## src/rtl/cc_timer_pkg.sv

```systemverilog
`timescale 1ns/1ps
package cc_timer_pkg;
  localparam int CC_CNT_W_DEF   = 32;
  localparam int CC_LINES_DEF   = 8;
  localparam int CC_RESET_COUNT = 1;

  typedef struct packed {
    logic lvl;
    logic pend;
  } cc_irq_state_t;
endpackage

```

## src/rtl/cc_prescale.sv

```systemverilog
`timescale 1ns/1ps
module cc_prescale #(
  parameter int DIV = 1
) (
  input  logic clk,
  input  logic rst_n,
  input  logic run,
  input  logic restart,
  output logic tick
);
  localparam int PH_W = (DIV > 1) ? $clog2(DIV) : 1;
  localparam logic [PH_W-1:0] LAST = PH_W'(DIV - 1);

  logic [PH_W-1:0] phase_q;

  function automatic logic at_last(input logic [PH_W-1:0] ph);
    return ph == LAST;
  endfunction

  assign tick = run && at_last(phase_q);

  always_ff @(posedge clk or negedge rst_n) begin
    if (!rst_n)
      phase_q <= '0;
    else if (restart || tick)
      phase_q <= '0;
    else if (run)
      phase_q <= phase_q + 1'b1;
  end
endmodule

```

## src/rtl/cc_count_reg.sv

```systemverilog
`timescale 1ns/1ps
module cc_count_reg #(
  parameter int CNT_W = 32,
  parameter int INIT  = 1
) (
  input  logic             clk,
  input  logic             rst_n,
  input  logic             wr_en,
  input  logic [CNT_W-1:0] wr_data,
  input  logic             tick,
  output logic [CNT_W-1:0] count
);
  localparam logic [CNT_W-1:0] INIT_V = CNT_W'(INIT);

  logic [CNT_W-1:0] count_q;

  // modulo 2^CNT_W step
  function automatic logic [CNT_W-1:0] next_count(input logic [CNT_W-1:0] c);
    return c + 1'b1;
  endfunction

  always_ff @(posedge clk or negedge rst_n) begin
    if (!rst_n)
      count_q <= INIT_V;
    else if (wr_en)
      count_q <= wr_data;
    else if (tick)
      count_q <= next_count(count_q);
  end

  assign count = count_q;
endmodule

```

## src/rtl/cc_match_irq.sv

```systemverilog
`timescale 1ns/1ps
module cc_match_irq
  import cc_timer_pkg::*;
#(
  parameter int CNT_W = 32,
  parameter int LINES = 8,
  parameter int SEL_W = 3
) (
  input  logic             clk,
  input  logic             rst_n,
  input  logic             run,
  input  logic [CNT_W-1:0] count,
  input  logic             cmp_wr_en,
  input  logic [CNT_W-1:0] cmp_wr_data,
  input  logic             rev2_en,
  input  logic [SEL_W-1:0] line_sel,
  output logic [CNT_W-1:0] cmp_val,
  output logic             match_evt,
  output logic             irq_lvl,
  output logic             pend,
  output logic [LINES-1:0] irq_vec
);
  logic [CNT_W-1:0] cmp_q;
  cc_irq_state_t    st_q, st_d;

  function automatic logic is_hit(input logic [CNT_W-1:0] c,
                                  input logic [CNT_W-1:0] k);
    return c == k;
  endfunction

  assign match_evt = run && is_hit(count, cmp_q);

  always_comb begin
    st_d = st_q;
    if (cmp_wr_en) begin
      st_d.lvl  = 1'b0;
      st_d.pend = 1'b0;
    end else if (match_evt) begin
      st_d.lvl  = 1'b1;
      st_d.pend = 1'b1;
    end
    if (!rev2_en)
      st_d.pend = 1'b0;
  end

  always_ff @(posedge clk or negedge rst_n) begin
    if (!rst_n) begin
      cmp_q <= '0;
      st_q  <= '0;
    end else begin
      if (cmp_wr_en)
        cmp_q <= cmp_wr_data;
      st_q <= st_d;
    end
  end

  for (genvar i = 0; i < LINES; i++) begin : g_route
    assign irq_vec[i] = st_q.lvl && (line_sel == SEL_W'(i));
  end

  assign cmp_val = cmp_q;
  assign irq_lvl = st_q.lvl;
  assign pend    = st_q.pend;
endmodule

```

## src/rtl/cc_timer.sv

```systemverilog
`timescale 1ns/1ps
module cc_timer
  import cc_timer_pkg::*;
#(
  parameter int CNT_W    = CC_CNT_W_DEF,
  parameter int LINES    = CC_LINES_DEF,
  parameter int PRESCALE = 1,
  localparam int SEL_W   = $clog2(LINES)
) (
  input  logic             clk,
  input  logic             rst_n,
  input  logic             freeze,
  input  logic             cnt_wr_en,
  input  logic [CNT_W-1:0] cnt_wr_data,
  input  logic             cmp_wr_en,
  input  logic [CNT_W-1:0] cmp_wr_data,
  input  logic             rev2_en,
  input  logic [SEL_W-1:0] line_sel,
  output logic [CNT_W-1:0] cnt_value,
  output logic             pend_flag,
  output logic [LINES-1:0] irq_out
);
  logic             run;
  logic             tick;
  logic [CNT_W-1:0] cmp_val;
  logic             match_evt;
  logic             irq_lvl;

  assign run = !freeze;

  cc_prescale #(.DIV(PRESCALE)) u_pre (
    .clk     (clk),
    .rst_n   (rst_n),
    .run     (run),
    .restart (cnt_wr_en),
    .tick    (tick)
  );

  cc_count_reg #(.CNT_W(CNT_W), .INIT(CC_RESET_COUNT)) u_cnt (
    .clk     (clk),
    .rst_n   (rst_n),
    .wr_en   (cnt_wr_en),
    .wr_data (cnt_wr_data),
    .tick    (tick),
    .count   (cnt_value)
  );

  cc_match_irq #(.CNT_W(CNT_W), .LINES(LINES), .SEL_W(SEL_W)) u_irq (
    .clk         (clk),
    .rst_n       (rst_n),
    .run         (run),
    .count       (cnt_value),
    .cmp_wr_en   (cmp_wr_en),
    .cmp_wr_data (cmp_wr_data),
    .rev2_en     (rev2_en),
    .line_sel    (line_sel),
    .cmp_val     (cmp_val),
    .match_evt   (match_evt),
    .irq_lvl     (irq_lvl),
    .pend        (pend_flag),
    .irq_vec     (irq_out)
  );
endmodule

```

## config.mk

```make
export PLATFORM = sky130hd
export DESIGN_NAME = cc_timer
export DESIGN_NICKNAME = d
export VERILOG_FILES = /design/src/rtl/cc_timer_pkg.sv /design/src/rtl/cc_prescale.sv /design/src/rtl/cc_count_reg.sv /design/src/rtl/cc_match_irq.sv /design/src/rtl/cc_timer.sv
export SDC_FILE = /design/constraint.sdc
export NUM_CORES = 1
export LEC_CHECK = 0
export ABC_AREA = 0
export BUFFER_PORTS_ARGS = -buffer_cell sky130_fd_sc_hd__clkbuf_2
export CAP_MARGIN = 20
export CORE_ASPECT_RATIO = 1.75
export CORE_UTILIZATION = 36
export CTS_CLUSTER_SIZE = 12
export DETAILED_ROUTE_END_ITERATION = 8
export PLACE_DENSITY = 0.68
export SYNTH_ARGS = -nofsm -noshare
export SYNTH_HDL_FRONTEND = slang
export SYNTH_SLANG_ARGS = --single-unit
```

## constraint.sdc

```tcl
create_clock -name clk -period 2.9 [get_ports clk]
set_input_delay 0.58 -clock clk [delete_from_list [all_inputs] [get_ports clk]]
set_output_delay 0.58 -clock clk [all_outputs]
set_load 0.05 [all_outputs]
```

==> results.md <==
* Initial antenna violation count at 0
* Leakage at 0.002088 uW
* CTS tree: done
* CTS clk-pin slew, worst paths at approximately 0.05 ns
* Boundary Pins at 114
* Root buf cell: clkbuf_16
* Core Box Area at 9468 um^2
* First-pass GRT wire length at 15.11 mm
* Vias at between 2000 and 3000
* Tot GR Track Use at 19.73%
* Yosys cell types at 37
* Worst EP required at 3.11 ns
* ANT nets after route at 0
* Power per cell area at 597.9 nW/um^2
* Port-buffer cells at 113
* Syn Area/Cell at 10.61 um^2
* # hold bufs at CTS at 0
* Sw Share at 31.00%
* Vias in the first global route at roughly 3000
* Final period util at 68.30%
* Min-delay worst type: input pin to asynchronous set/reset pin
* CP top delay family: simple AND/OR/NAND/NOR gates
* Die Wd at 76.79 um
* Most common cell after layout, fill and taps aside: clkbuf_2
* Setup crit end kind: register
* Slowest cell on crit path: nor3_4
* CP peak stage delay at between 0.5 and 0.6 ns
* Slew headroom at 40.13%
* Syn Inst Count at 332
* Post-CTS setup buffer count at 0
* Status: complete, no violations
* Seq cells post-synth at 67
* DR pass1 iterations at 4
* Hold_ws at 0.2540 ns
* Combinational share of power at 19.4%
* Setup crit start kind: register
* Worst path bufs/invs at 0
* # DRC at 0
* Sequential group share of total power at a little over two fifths
* Total negative slack at 0 ns
* Int Pwr at 1840 uW
* Num rows at 47
* CP cell instances: nand3_2, nor3_4, nand4_1, xnor2_1, mux2_2
* Resized cells post-CTS at 0
* Crit-path max FO at 16
* CTS Buf Count at 9
* Max cap viols at 0
* 1st-iter DRT viols at between 100 and 150
* Layout cell share with drive strength beyond 1 at 38.03%
* NetSw at 826.4 uW
* H-tree lvl count at 3
* Tmin final at 1.981 ns
* DIE HEIGHT at 132.9 um
* Global route overflow at 0
* FFs w/ async S/R, synth at 100.0%
* Kind of critical path: register to register
* RSZ-0062 raised after global routing: no
* Clock Path Buffers at 2
* Clock power share at between 30% and 40%
* Syn_nets at between 400 and 500
* Core Util, Final at around 47%
* Clk_lat worst skew at approximately 0.34 ns
* Syn. warnings at 0
* Mapped cell area at 3523 um^2
* Number of flops mapped to enable cells by yosys at 0
* Final WL at 9.455 mm
* Count of final hold-check violations at 0
* Initial core utilization at 37.21%
* DR WL/cell at 16.62 um
* Vias per cell at 5.067
* # diodes at 0
* Final setup viols at 0
* Area Overhead vs Synth at 26.56%
* Max Clock Freq at a little over 500 MHz
* Clk_skew at 0.005618 ns
* Maximum vdd drop at 0.3310 mV
* GP Congestion at about 0.8
* Seq/Total Area, Yosys at 47.62%
* DP HPWL at 7.155 mm
* Crit path arrival time at 2.20 ns
* Die area at 10200 um^2
* Post-layout net count at 516
* Main synth FF type: dfrtp_1
* Slew Limit Fails at 0
* Largest net degree at the start of global routing at 68
* Worst-Margin Slew at 0.8980 ns
* Commonest non-fill, non-tap cells in the layout: clkbuf_2 (112), dfrtp_1 (66), xor2_1 (50)
* Clock sinks at between 60 and 70
[worst register-to-register path, delay by kind of cell, from the launching register on]
family	cells	cell delay (ns)
DFF	1	0.51
muxes	1	0.27
xor gates and xnor gates	1	0.17
and+or+nand+nor	3	0.92
[synth_stat cells (3+ instances only)]
cell type / number / area (um^2)
o21ai_0: 17 / 85.08
dfrtp_1: 66 / 1652
nand4_1: 17 / 106.4
nand2b_1: 4 / 25.02
o21ai_1: 12 / 60.06
and4_1: 3 / 26.28
nand3_1: 7 / 35.03
inv_1: 3 / 11.26
nor2_1: 9 / 33.78
xor2_1: 50 / 437.9
nor3_1: 8 / 40.04
nor4_1: 6 / 37.54
nand2_1: 39 / 146.4
and3_1: 11 / 68.82
mux2_2: 34 / 382.9
clkbuf_1: 11 / 41.29
xnor2_1: 12 / 105.1
[layout make-up]
type	count	area, um^2
clock buffers	14	264.0
flip-flops and latches	67	1678
well taps	122	152.6
repair buffers	115	593.1
fillers	905	5009
clock inverters	2	10.01
inverters	3	11.26
multi-input cells	246	1750
[state kept, by name, summed over array words and instances (netlist names)]
register and flops:
u_irq.pend 1, u_irq.cmp_val 32, u_irq.irq_lvl 1, u_cnt.count 32, u_pre.phase_q 1
[layer usage]
layer / up-vias / routed length [um] / global-route usage, %
met3: 19 / 504 / 4.207
li1: 1374 / - / -
met1: 1389 / 3561 / 21.93
met5: - / 0 / 0
met2: 101 / 5070 / 34.62
met4: 0 / 320 / 10.58
[stage by stage]
stage	cell area [um^2]	power, uW	setup WS [ns]	cells
after detailed placement	4185	1679	0.8227	553
after CTS	4459	2690	0.9348	569
after floorplan	3523	1477	0.5152	332
final	4459	2666	0.9193	569
after global routing	4459	2773	0.7966	569
after global placement	4185	1667	0.8925	553
[power by group through the flow]
stage	logic [uW]	clock network (uW)	registers, uW
floorplan	204	0	1270
global placement	517	0	1150
detailed placement	524	0	1160
CTS	526	1020	1140
global route	560	1060	1160
finish	517	1010	1140
[final timing paths]
| kind | from | endpoint | slack [ns] | cells past startpoint |
|---|---|---|---|---|
| worst max-delay path | u_cnt.count[7] | u_cnt.count[21] | 0.92 | 5 |
| worst min-delay path | rst_n | u_cnt.count[7] | 0.25 | 2 |
| worst max register to register | u_cnt.count[7] | u_cnt.count[21] | 0.92 | 5 |
| worst min register to register | u_irq.cmp_val[24] | u_irq.cmp_val[24] | 0.52 | 1 |
| max in group asynchronous | rst_n | u_cnt.count[0] | 2.32 | 2 |
| min in group clk | cnt_wr_data[7] | u_cnt.count[7] | 0.45 | 3 |
[cell families (layout without fill, tap and decap cells)]
family                     Yosys count  in the layout  share of synthesized area [%]
adders and majority gates            1              1                         0.3551
xor gates and xnor gates            62             62                          15.41
DFF                                 67             67                          47.62
AOI/OAI and AO/OA                   33             33                          5.043
muxes                               35             35                          11.15
and+or+nand+nor                    115            115                          17.72
buffers and inverters               19            134                          2.699
No activity file was read; power rests on OpenSTA's default activity.
